===== src/rtl/hbf_pkg.sv =====
package hbf_pkg;

  localparam int WORD_W     = 32;
  localparam int WORD_BYTES = WORD_W / 8;

  typedef enum logic [1:0] {
    SZ_BYTE = 2'd0,
    SZ_HALF = 2'd1,
    SZ_WORD = 2'd2,
    SZ_RSVD = 2'd3
  } wr_size_e;

  function automatic logic [2:0] size_bytes(input wr_size_e sz);
    case (sz)
      SZ_BYTE: size_bytes = 3'd1;
      SZ_HALF: size_bytes = 3'd2;
      SZ_WORD: size_bytes = 3'd4;
      default: size_bytes = 3'd0;
    endcase
  endfunction

endpackage


===== src/rtl/hbf_packer.sv =====
module hbf_packer
  import hbf_pkg::*;
(
  input  logic              clk,
  input  logic              rst,
  input  logic              clr,
  input  logic              wr_acc,
  input  logic [2:0]        nbytes,
  input  logic [WORD_W-1:0] wr_data,
  output logic              push,
  output logic [WORD_W-1:0] push_word
);

  localparam int HOLD_W = WORD_W - 8;
  localparam int COMB_W = WORD_W + HOLD_W;

  logic [HOLD_W-1:0] hold_q;
  logic [1:0]        pend_q;
  logic [WORD_W-1:0] masked;
  logic [COMB_W-1:0] merged;
  logic [2:0]        total;

  always_comb begin
    case (nbytes)
      3'd1:    masked = {24'b0, wr_data[7:0]};
      3'd2:    masked = {16'b0, wr_data[15:0]};
      default: masked = wr_data;
    endcase
    merged = {{WORD_W{1'b0}}, hold_q} |
             ({{HOLD_W{1'b0}}, masked} << {pend_q, 3'b000});
    total     = {1'b0, pend_q} + nbytes;
    push      = wr_acc && (total >= 3'd4);
    push_word = merged[WORD_W-1:0];
  end

  always_ff @(posedge clk) begin
    if (rst || clr) begin
      hold_q <= '0;
      pend_q <= '0;
    end else if (wr_acc) begin
      if (total >= 3'd4) begin
        hold_q <= merged[COMB_W-1:WORD_W];
        pend_q <= 2'(total - 3'd4);
      end else begin
        hold_q <= merged[HOLD_W-1:0];
        pend_q <= total[1:0];
      end
    end
  end

endmodule


===== src/rtl/hbf_word_store.sv =====
module hbf_word_store #(
  parameter int DEPTH = 64,
  parameter int W     = 32
) (
  input  logic         clk,
  input  logic         rst,
  input  logic         clr,
  input  logic         push,
  input  logic [W-1:0] wdata,
  input  logic         pop,
  output logic [W-1:0] rdata,
  output logic         valid,
  output logic         underrun_evt
);

  localparam int PTR_W = (DEPTH > 1) ? $clog2(DEPTH) : 1;
  localparam int CNT_W = $clog2(DEPTH + 1);
  localparam logic [PTR_W-1:0] LAST = PTR_W'(DEPTH - 1);

  logic [W-1:0]     mem [DEPTH];
  logic [PTR_W-1:0] wptr_q, rptr_q;
  logic [CNT_W-1:0] cnt_q;
  logic             do_pop;

  assign do_pop       = pop && (cnt_q != '0);
  assign underrun_evt = pop && (cnt_q == '0);
  assign rdata        = mem[rptr_q];
  assign valid        = (cnt_q != '0);

  always_ff @(posedge clk) begin
    if (push) mem[wptr_q] <= wdata;
  end

  always_ff @(posedge clk) begin
    if (rst || clr) begin
      wptr_q <= '0;
      rptr_q <= '0;
      cnt_q  <= '0;
    end else begin
      if (push)   wptr_q <= (wptr_q == LAST) ? '0 : wptr_q + 1'b1;
      if (do_pop) rptr_q <= (rptr_q == LAST) ? '0 : rptr_q + 1'b1;
      case ({push, do_pop})
        2'b10:   cnt_q <= cnt_q + 1'b1;
        2'b01:   cnt_q <= cnt_q - 1'b1;
        default: cnt_q <= cnt_q;
      endcase
    end
  end

endmodule


===== src/rtl/hbf_dma_req.sv =====
module hbf_dma_req #(
  parameter int FREE_W      = 9,
  parameter int BURST_FREE  = 16,
  parameter int SINGLE_FREE = 4
) (
  input  logic              clk,
  input  logic              rst,
  input  logic              enable,
  input  logic              burst_only,
  input  logic [FREE_W-1:0] free_nx,
  output logic              single_req,
  output logic              burst_req
);

  localparam logic [FREE_W-1:0] BURST_LIM  = FREE_W'(BURST_FREE);
  localparam logic [FREE_W-1:0] SINGLE_LIM = FREE_W'(SINGLE_FREE);

  always_ff @(posedge clk) begin
    if (rst) begin
      single_req <= 1'b0;
      burst_req  <= 1'b0;
    end else begin
      single_req <= enable && !burst_only && (free_nx >= SINGLE_LIM);
      burst_req  <= enable && (free_nx >= BURST_LIM);
    end
  end

endmodule


===== src/rtl/bytepack_fifo.sv =====
module bytepack_fifo
  import hbf_pkg::*;
#(
  parameter int DEPTH_WORDS = 64,
  parameter int BURST_FREE  = 16,
  parameter int SINGLE_FREE = 4,
  localparam int CAP_BYTES  = DEPTH_WORDS * WORD_BYTES,
  localparam int FILL_W     = $clog2(CAP_BYTES + 1)
) (
  input  logic              clk,
  input  logic              rst,
  input  logic              soft_clr,
  input  logic              dma_enable,
  input  logic              dma_burst_only,
  input  logic              wr_en,
  input  logic [1:0]        wr_size,
  input  logic [31:0]       wr_data,
  output logic              out_valid,
  input  logic              out_ready,
  output logic [31:0]       out_data,
  output logic [FILL_W-1:0] fill_bytes,
  output logic              ovf_flag,
  output logic              udf_flag,
  output logic              dma_single_req,
  output logic              dma_burst_req
);

  localparam int SUM_W = FILL_W + 1;
  localparam logic [SUM_W-1:0] CAP_S = SUM_W'(CAP_BYTES);

  logic [2:0]        nb;
  logic [SUM_W-1:0]  room_need;
  logic              fits, wr_acc, ovf_evt, pop, udf_evt;
  logic              push;
  logic [31:0]       push_word;
  logic [FILL_W-1:0] fill_nx, free_nx;

  always_comb begin
    nb        = size_bytes(wr_size_e'(wr_size));
    room_need = {1'b0, fill_bytes} + SUM_W'(nb);
    fits      = (room_need <= CAP_S);
    wr_acc    = wr_en && !soft_clr && (nb != 3'd0) && fits;
    ovf_evt   = wr_en && !soft_clr && (nb != 3'd0) && !fits;
    pop       = out_valid && out_ready && !soft_clr;
    if (soft_clr) begin
      fill_nx = '0;
    end else begin
      fill_nx = fill_bytes + (wr_acc ? FILL_W'(nb) : '0)
                           - (pop ? FILL_W'(WORD_BYTES) : '0);
    end
    free_nx = FILL_W'(CAP_BYTES) - fill_nx;
  end

  hbf_packer i_packer (
    .clk       (clk),
    .rst       (rst),
    .clr       (soft_clr),
    .wr_acc    (wr_acc),
    .nbytes    (nb),
    .wr_data   (wr_data),
    .push      (push),
    .push_word (push_word)
  );

  hbf_word_store #(.DEPTH(DEPTH_WORDS), .W(WORD_W)) i_store (
    .clk          (clk),
    .rst          (rst),
    .clr          (soft_clr),
    .push         (push),
    .wdata        (push_word),
    .pop          (pop),
    .rdata        (out_data),
    .valid        (out_valid),
    .underrun_evt (udf_evt)
  );

  hbf_dma_req #(
    .FREE_W     (FILL_W),
    .BURST_FREE (BURST_FREE),
    .SINGLE_FREE(SINGLE_FREE)
  ) i_dma (
    .clk        (clk),
    .rst        (rst),
    .enable     (dma_enable),
    .burst_only (dma_burst_only),
    .free_nx    (free_nx),
    .single_req (dma_single_req),
    .burst_req  (dma_burst_req)
  );

  always_ff @(posedge clk) begin
    if (rst || soft_clr) begin
      fill_bytes <= '0;
      ovf_flag   <= 1'b0;
      udf_flag   <= 1'b0;
    end else begin
      fill_bytes <= fill_nx;
      if (ovf_evt) ovf_flag <= 1'b1;
      if (udf_evt) udf_flag <= 1'b1;
    end
  end

endmodule


===== config.mk =====
export PLATFORM = sky130hd
export DESIGN_NAME = bytepack_fifo
export DESIGN_NICKNAME = d
export VERILOG_FILES = /design/src/rtl/hbf_pkg.sv /design/src/rtl/hbf_packer.sv /design/src/rtl/hbf_word_store.sv /design/src/rtl/hbf_dma_req.sv /design/src/rtl/bytepack_fifo.sv
export SDC_FILE = /design/constraint.sdc
export NUM_CORES = 2
export LEC_CHECK = 0
export ABC_AREA = 1
export CORE_MARGIN = 2
export CORE_UTILIZATION = 45
export CTS_CLUSTER_SIZE = 40
export DETAILED_ROUTE_END_ITERATION = 10
export GPL_ROUTABILITY_DRIVEN = 0
export PLACE_DENSITY = 0.66
export SETUP_SLACK_MARGIN = 0.4
export SLEW_MARGIN = 20
export SYNTH_ARGS = -nofsm -noshare
export SYNTH_HDL_FRONTEND = slang
export SYNTH_HIERARCHICAL = 1
export SYNTH_SLANG_ARGS = --single-unit

===== constraint.sdc =====
create_clock -name clk -period 8.8 [get_ports clk]
set_clock_uncertainty 0.05 [all_clocks]
set_input_delay 2.2 -clock clk [delete_from_list [all_inputs] [get_ports clk]]
set_output_delay 2.2 -clock clk [all_outputs]
set_load 0.02 [all_outputs]

### Word level (Yosys, flattened, before mapping)

Memory sizes are Yosys's and may differ from the RTL's. A register that Yosys moved wholly into a read port is not among the register bits.
Cells that the tools add are included.

* register bits: 58
* memory bits (writable): 2048
* input bits: 41
* output and inout bits: 46
* word-level logic and storage cells: 70
* memories kept: 1

* add/subtract/negate cells: 10
* order comparisons: 4
* eq/ne operators: 8
* shifts and indexed selects: 1
* multiplexer cells: 14
* bitwise gates (word level): 1
* reductions and logical operators: 21

Memories
* i_store.mem: depth 64, bits a word 32, rd ports 1, clocked after Yosys merged registers in 1, write ports 1, RTL line hbf_word_store.sv:20 `logic [W-1:0] mem [DEPTH];`

Operator list (number)
* 32-bit case mux with 2 select lines: 1
* 24-bit by 56-bit OR with 56-bit output: 1
* 32-bit by 5-bit << shifter with 56-bit output: 1
* 24-bit 2-to-1 mux: 1
* 6-bit 2-to-1 mux: 4
* 7-bit case mux with 2 select lines: 1
* 6-bit by 1-bit adder with 6-bit output, second input constant: 2
* 6-bit == test, second input constant: 2
* 1-bit logical AND: 12
* 9-bit by 3-bit adder with 10-bit output: 1
* 10-bit by 9-bit <= comparator with 1-bit output, second input constant: 1
* 9-bit by 3-bit adder with 9-bit output: 1
* 9-bit by 3-bit >= comparator with 1-bit output, second input constant: 1
* 9-bit by 5-bit >= comparator with 1-bit output, second input constant: 1
* 9-bit 2-to-1 mux: 1
* 3-bit case mux with 3 select lines: 1
* 9-bit by 3-bit subtractor with 9-bit output: 1
* 9-bit subtractor, first input constant: 1
* 7-bit by 1-bit adder with 7-bit output, second input constant: 1
* 7-bit zero test: 1
* 7-bit nonzero test: 1
* 7-bit by 1-bit subtractor with 7-bit output, second input constant: 1
* 3-bit 2-to-1 mux: 2
* 2-bit by 1-bit == test with 1-bit output, second input constant: 2
* other kinds (13): 17

### Depth between registers and ports, before layout

* depth after elaboration: 12
* mapped depth: 34
* depth with buffers taken out: 32

### Cells and area by module

The synthesis kept the hierarchy.

By module, submodules not included
* hbf_word_store: instances 1, cells an instance 6929, area each 83304.9 µm², seq. area each 61999.5 µm²
* hbf_packer: instances 1, cells an instance 403, area each 2237.1 µm², seq. area each 520.5 µm²
* bytepack_fifo: instances 1, cells an instance 200, area each 1276.2 µm², seq. area each 220.2 µm²
* hbf_dma_req: instances 1, cells an instance 17, area each 105.1 µm², seq. area each 40.0 µm²

### Worst setup path after synthesis

OpenSTA, ideal clock, no wires.

* path kind: input to register
* start: in wr_size[1]
* end: mem i_store.mem[43][0], enable pin
* library setup time: 0.461 ns
* arrival: 7.612 ns
* data required time: 8.289 ns
* setup slack: 0.677 ns
* cell stages on the path: 20
* path buffers: 3
* cells stage by stage: nor2_1 > ha_1 > fa_1 > or2_2 > nor2_1 > nand3_1 > nor2_1 > nand3_1 > nand2_1 > nand2_1 > nor2_2 > clkbuf_2 > clkinv_1 > clkbuf_1 > nor2_1 > clkbuf_1 > inv_1 > nor3_1 > inv_1 > nor3_1

* cells in the longest elaborated chain, start to end: 8
* elaborated cells on any way between the ends: 14
* those cells by class: add/sub (2); order compare (2); eq/ne (2); mux (3); reduce/logical (5)

RTL lines
* from (decl): RTL line bytepack_fifo.sv:16 `input logic [1:0] wr_size,`
* 2-bit == test, or another cell as far along: RTL line hbf_pkg.sv:14 `case (sz)`
* 3-bit case mux with 3 select lines *: RTL line hbf_pkg.sv:14
* 9-bit by 3-bit adder with 10-bit output or 3-bit nonzero test (tied branches): RTL line bytepack_fifo.sv:40, bytepack_fifo.sv:42
* 10-bit by 9-bit <= comparator with 1-bit output or 1-bit logical AND (tied branches): RTL line bytepack_fifo.sv:41, bytepack_fifo.sv:42
* 1-bit logical AND *: RTL line bytepack_fifo.sv:42 `wr_acc = wr_en && !soft_clr && (nb != 3'd0) && fits;`
* via wr_acc: RTL line bytepack_fifo.sv:33 `logic fits, wr_acc, ovf_evt, pop, udf_evt;`
* 1-bit logical AND *: RTL line hbf_packer.sv:32 `push = wr_acc && (total >= 3'd4);`
* via push: RTL line bytepack_fifo.sv:34 `logic push;`
* 1-bit 2-to-1 mux *: RTL line hbf_word_store.sv:31 `if (push) mem[wptr_q] <= wdata;`
* 1-bit 2-to-1 mux (not written as such) *: RTL line hbf_word_store.sv:31
* to (decl): RTL line hbf_word_store.sv:20

The timed path passes the listed nets; every way through them passes the cells marked *.

==> metrics.cfg <==
[run_status]
status=finished clean

[run]
drv_cap=0

[clocking]
cts_buffers=210
root_buffer=clkbuf_16
cts_setup_buffers=0
cts.repair.resized=0
clockBufferDepth=3
htreeDepth=4
clk_latency_ns=0.87
path_clk_slew_ns=0.06
cts_tree=done
cts_hold_buf=0
numClockSinks=2112

[power]
powerDensity_nw_per_um2=216.0
swShare_pct=22.10
peakVddDrop_v=0.0001934
p_leak_nw=34.09
power.total_mw=21.03
switchingPower_mw=4.647
p_clk_share_pct=41.5
comb_power_share_pct=4.7
seqPwrFrac_pct=53.8
internal_power_mw=16.38

[sta]
finalCritPeriodShare_pct=84.05
fmax_mhz=135.2
worst_slack_ns=1.404
final_max_slew_viol_count=0
report.final.hold_viol_count=0
finalCriticalPeriod_ns=7.396
setup_viol=0
rsz0062_at_grt=no
slew_headroom_pct=20.31
setup-tns-final_ns=0
tightest_slew_ns=1.195

[routing]
wl_per_cell_um=24.32
final_antenna_net_count=0
finalWirelength_um=248000
firstDrtPassIters=6
vias_per_cell=5.811
vias=59260
drcViolationCount=0
drtIter0Drc=8388

[yosys]
syn_area_per_cell_sq_um=11.52
synth_nets=7616
syn_area_sq_um=86920
synth_warnings=6
syn_inst=7548

[global_route]
first_global_vias=55340
antenna_found_initial=13
grt_max_degree=181
grt_usage_pct=24.66
grt_pass1_wl_um=364200
gr-total-overflow=0

[setup_path]
worstSetupEndpointType=primary output
critical_path_class=register to primary output
regToRegEndpoint=i_store/mem[52][6]
cp_max_fo=109
r2r_start=fill_bytes[0]
ff2ff_path_depth=17
rrSetupSlack_ns=3.36
worstPathRequired_ns=6.55
crit_arrival_ns=5.15
start_kind=register

[floorplanning]
initial_utilization_pct=45.23
dieWidth_um=443.5
die_area_sq_um=196700
core_sq_um=192200
ios=87
num_rows=161
die_h_um=443.5

[hold_path]
holdCritStartpoint=ovf_flag
hold_end=ovf_flag
hold_depth=2
hold_class=register to register

[final_layout]
num-fill-cells=16490
final_common_cell=nand2_1
syn_to_final_growth_pct=11.99
fin_util_pct=50.65
drive_above_1_share_pct=7.287
layout.cells.non_filler=10200
final_nets=7562
final_cell_mix=nand2_1 (2,481), edfxtp_1 (2,048), nand3_1 (1,971), clkbuf_16 (214), inv_1 (109)

[place]
dp_worst_setup_slack_ns=0.6097
numPlacedInstances=9796
port_buffers=86
dp_hpwl_um=137000

-- layout make-up --
type | count | area (sq um) | share of cell area (%)
well taps | 2526 | 3161 | 3.247
repair buffers | 212 | 2255 | 2.316
clock inverters | 131 | 1132 | 1.163
clock buffers | 258 | 5550 | 5.702
flip-flops and latches | 2112 | 62800 | 64.52
diodes | 1 | 2.502 | 0.002571
inverters | 126 | 509.2 | 0.5232
multi-input cells | 4832 | 21930 | 22.53
-- critical path, cell delays in order, from the launching register on --
cell             delay [ns]
dfxtp_4                0.79
buf_12                 0.43
buf_4                  0.73
nand2_1                0.15
nand3_1                0.13
nand3_1                0.09
nand3_1                0.22
nand3_1                0.27
nand2_1                0.24
nand2_1                0.21
nand2_1                0.21
clkdlybuf4s50_1        0.63
-- how the worst max path moves through the flow --
stage | startpoint | end | slack (ns)
final | register | out_data[20] | 1.40
after global routing | wr_size[1] | i_store/mem[52][6] | 1.07
after CTS | wr_size[1] | i_store/mem[60][18] | 1.46
after detailed placement | wr_size[1] | i_store/mem[60][18] | 0.61
after global placement | wr_size[1] | i_store/mem[20][22] | 0.66
after floorplan | wr_size[1] | i_store/mem[43][0] | 0.68
-- power groups by stage --
stage	Combinational [mW]	Clock (mW)	Sequential, mW
after detailed placement	0.978	0	11.5
after CTS	0.980	8.80	11.3
after floorplan	0.448	0	11.5
final	0.995	8.72	11.3
after global placement	0.969	0	11.5
after global routing	1.05	9.21	11.3
-- sequential cells by signal, summed over array words and instances (netlist names), named ones only --
| register | count |
|---|---|
| i_store/mem | 2048 |
| i_packer/hold_q | 24 |
| fill_bytes | 9 |
| i_store/cnt_q | 7 |
| i_store/rptr_q | 6 |
| i_store/wptr_q | 6 |
| i_packer/pend_q | 2 |
| i_dma/burst_req | 1 |
| i_dma/single_req | 1 |
| ovf_flag | 1 |
| udf_flag | 1 |
-- stage by stage --
stage	hold WS, ns	cell area [sq um]
6_report	0.4083	97340
5_1_grt	0.4420	97340
4_1_cts	0.4112	97080
3_5_place_dp	0.4003	90400
3_3_place_gp	0.4035	90300
2_1_floorplan	0.3919	86920
-- per-layer routing --
metal | up-vias | part of all wire (%) | global-route usage [%]
met5 | - | 0.0052 | 0
met4 | 2 | 4.0 | 9.865
met3 | 439 | 11 | 4.815
met2 | 3442 | 46 | 37.82
met1 | 28890 | 39 | 34.68
li1 | 26490 | - | -
No activity file was read; power rests on OpenSTA's default activity.
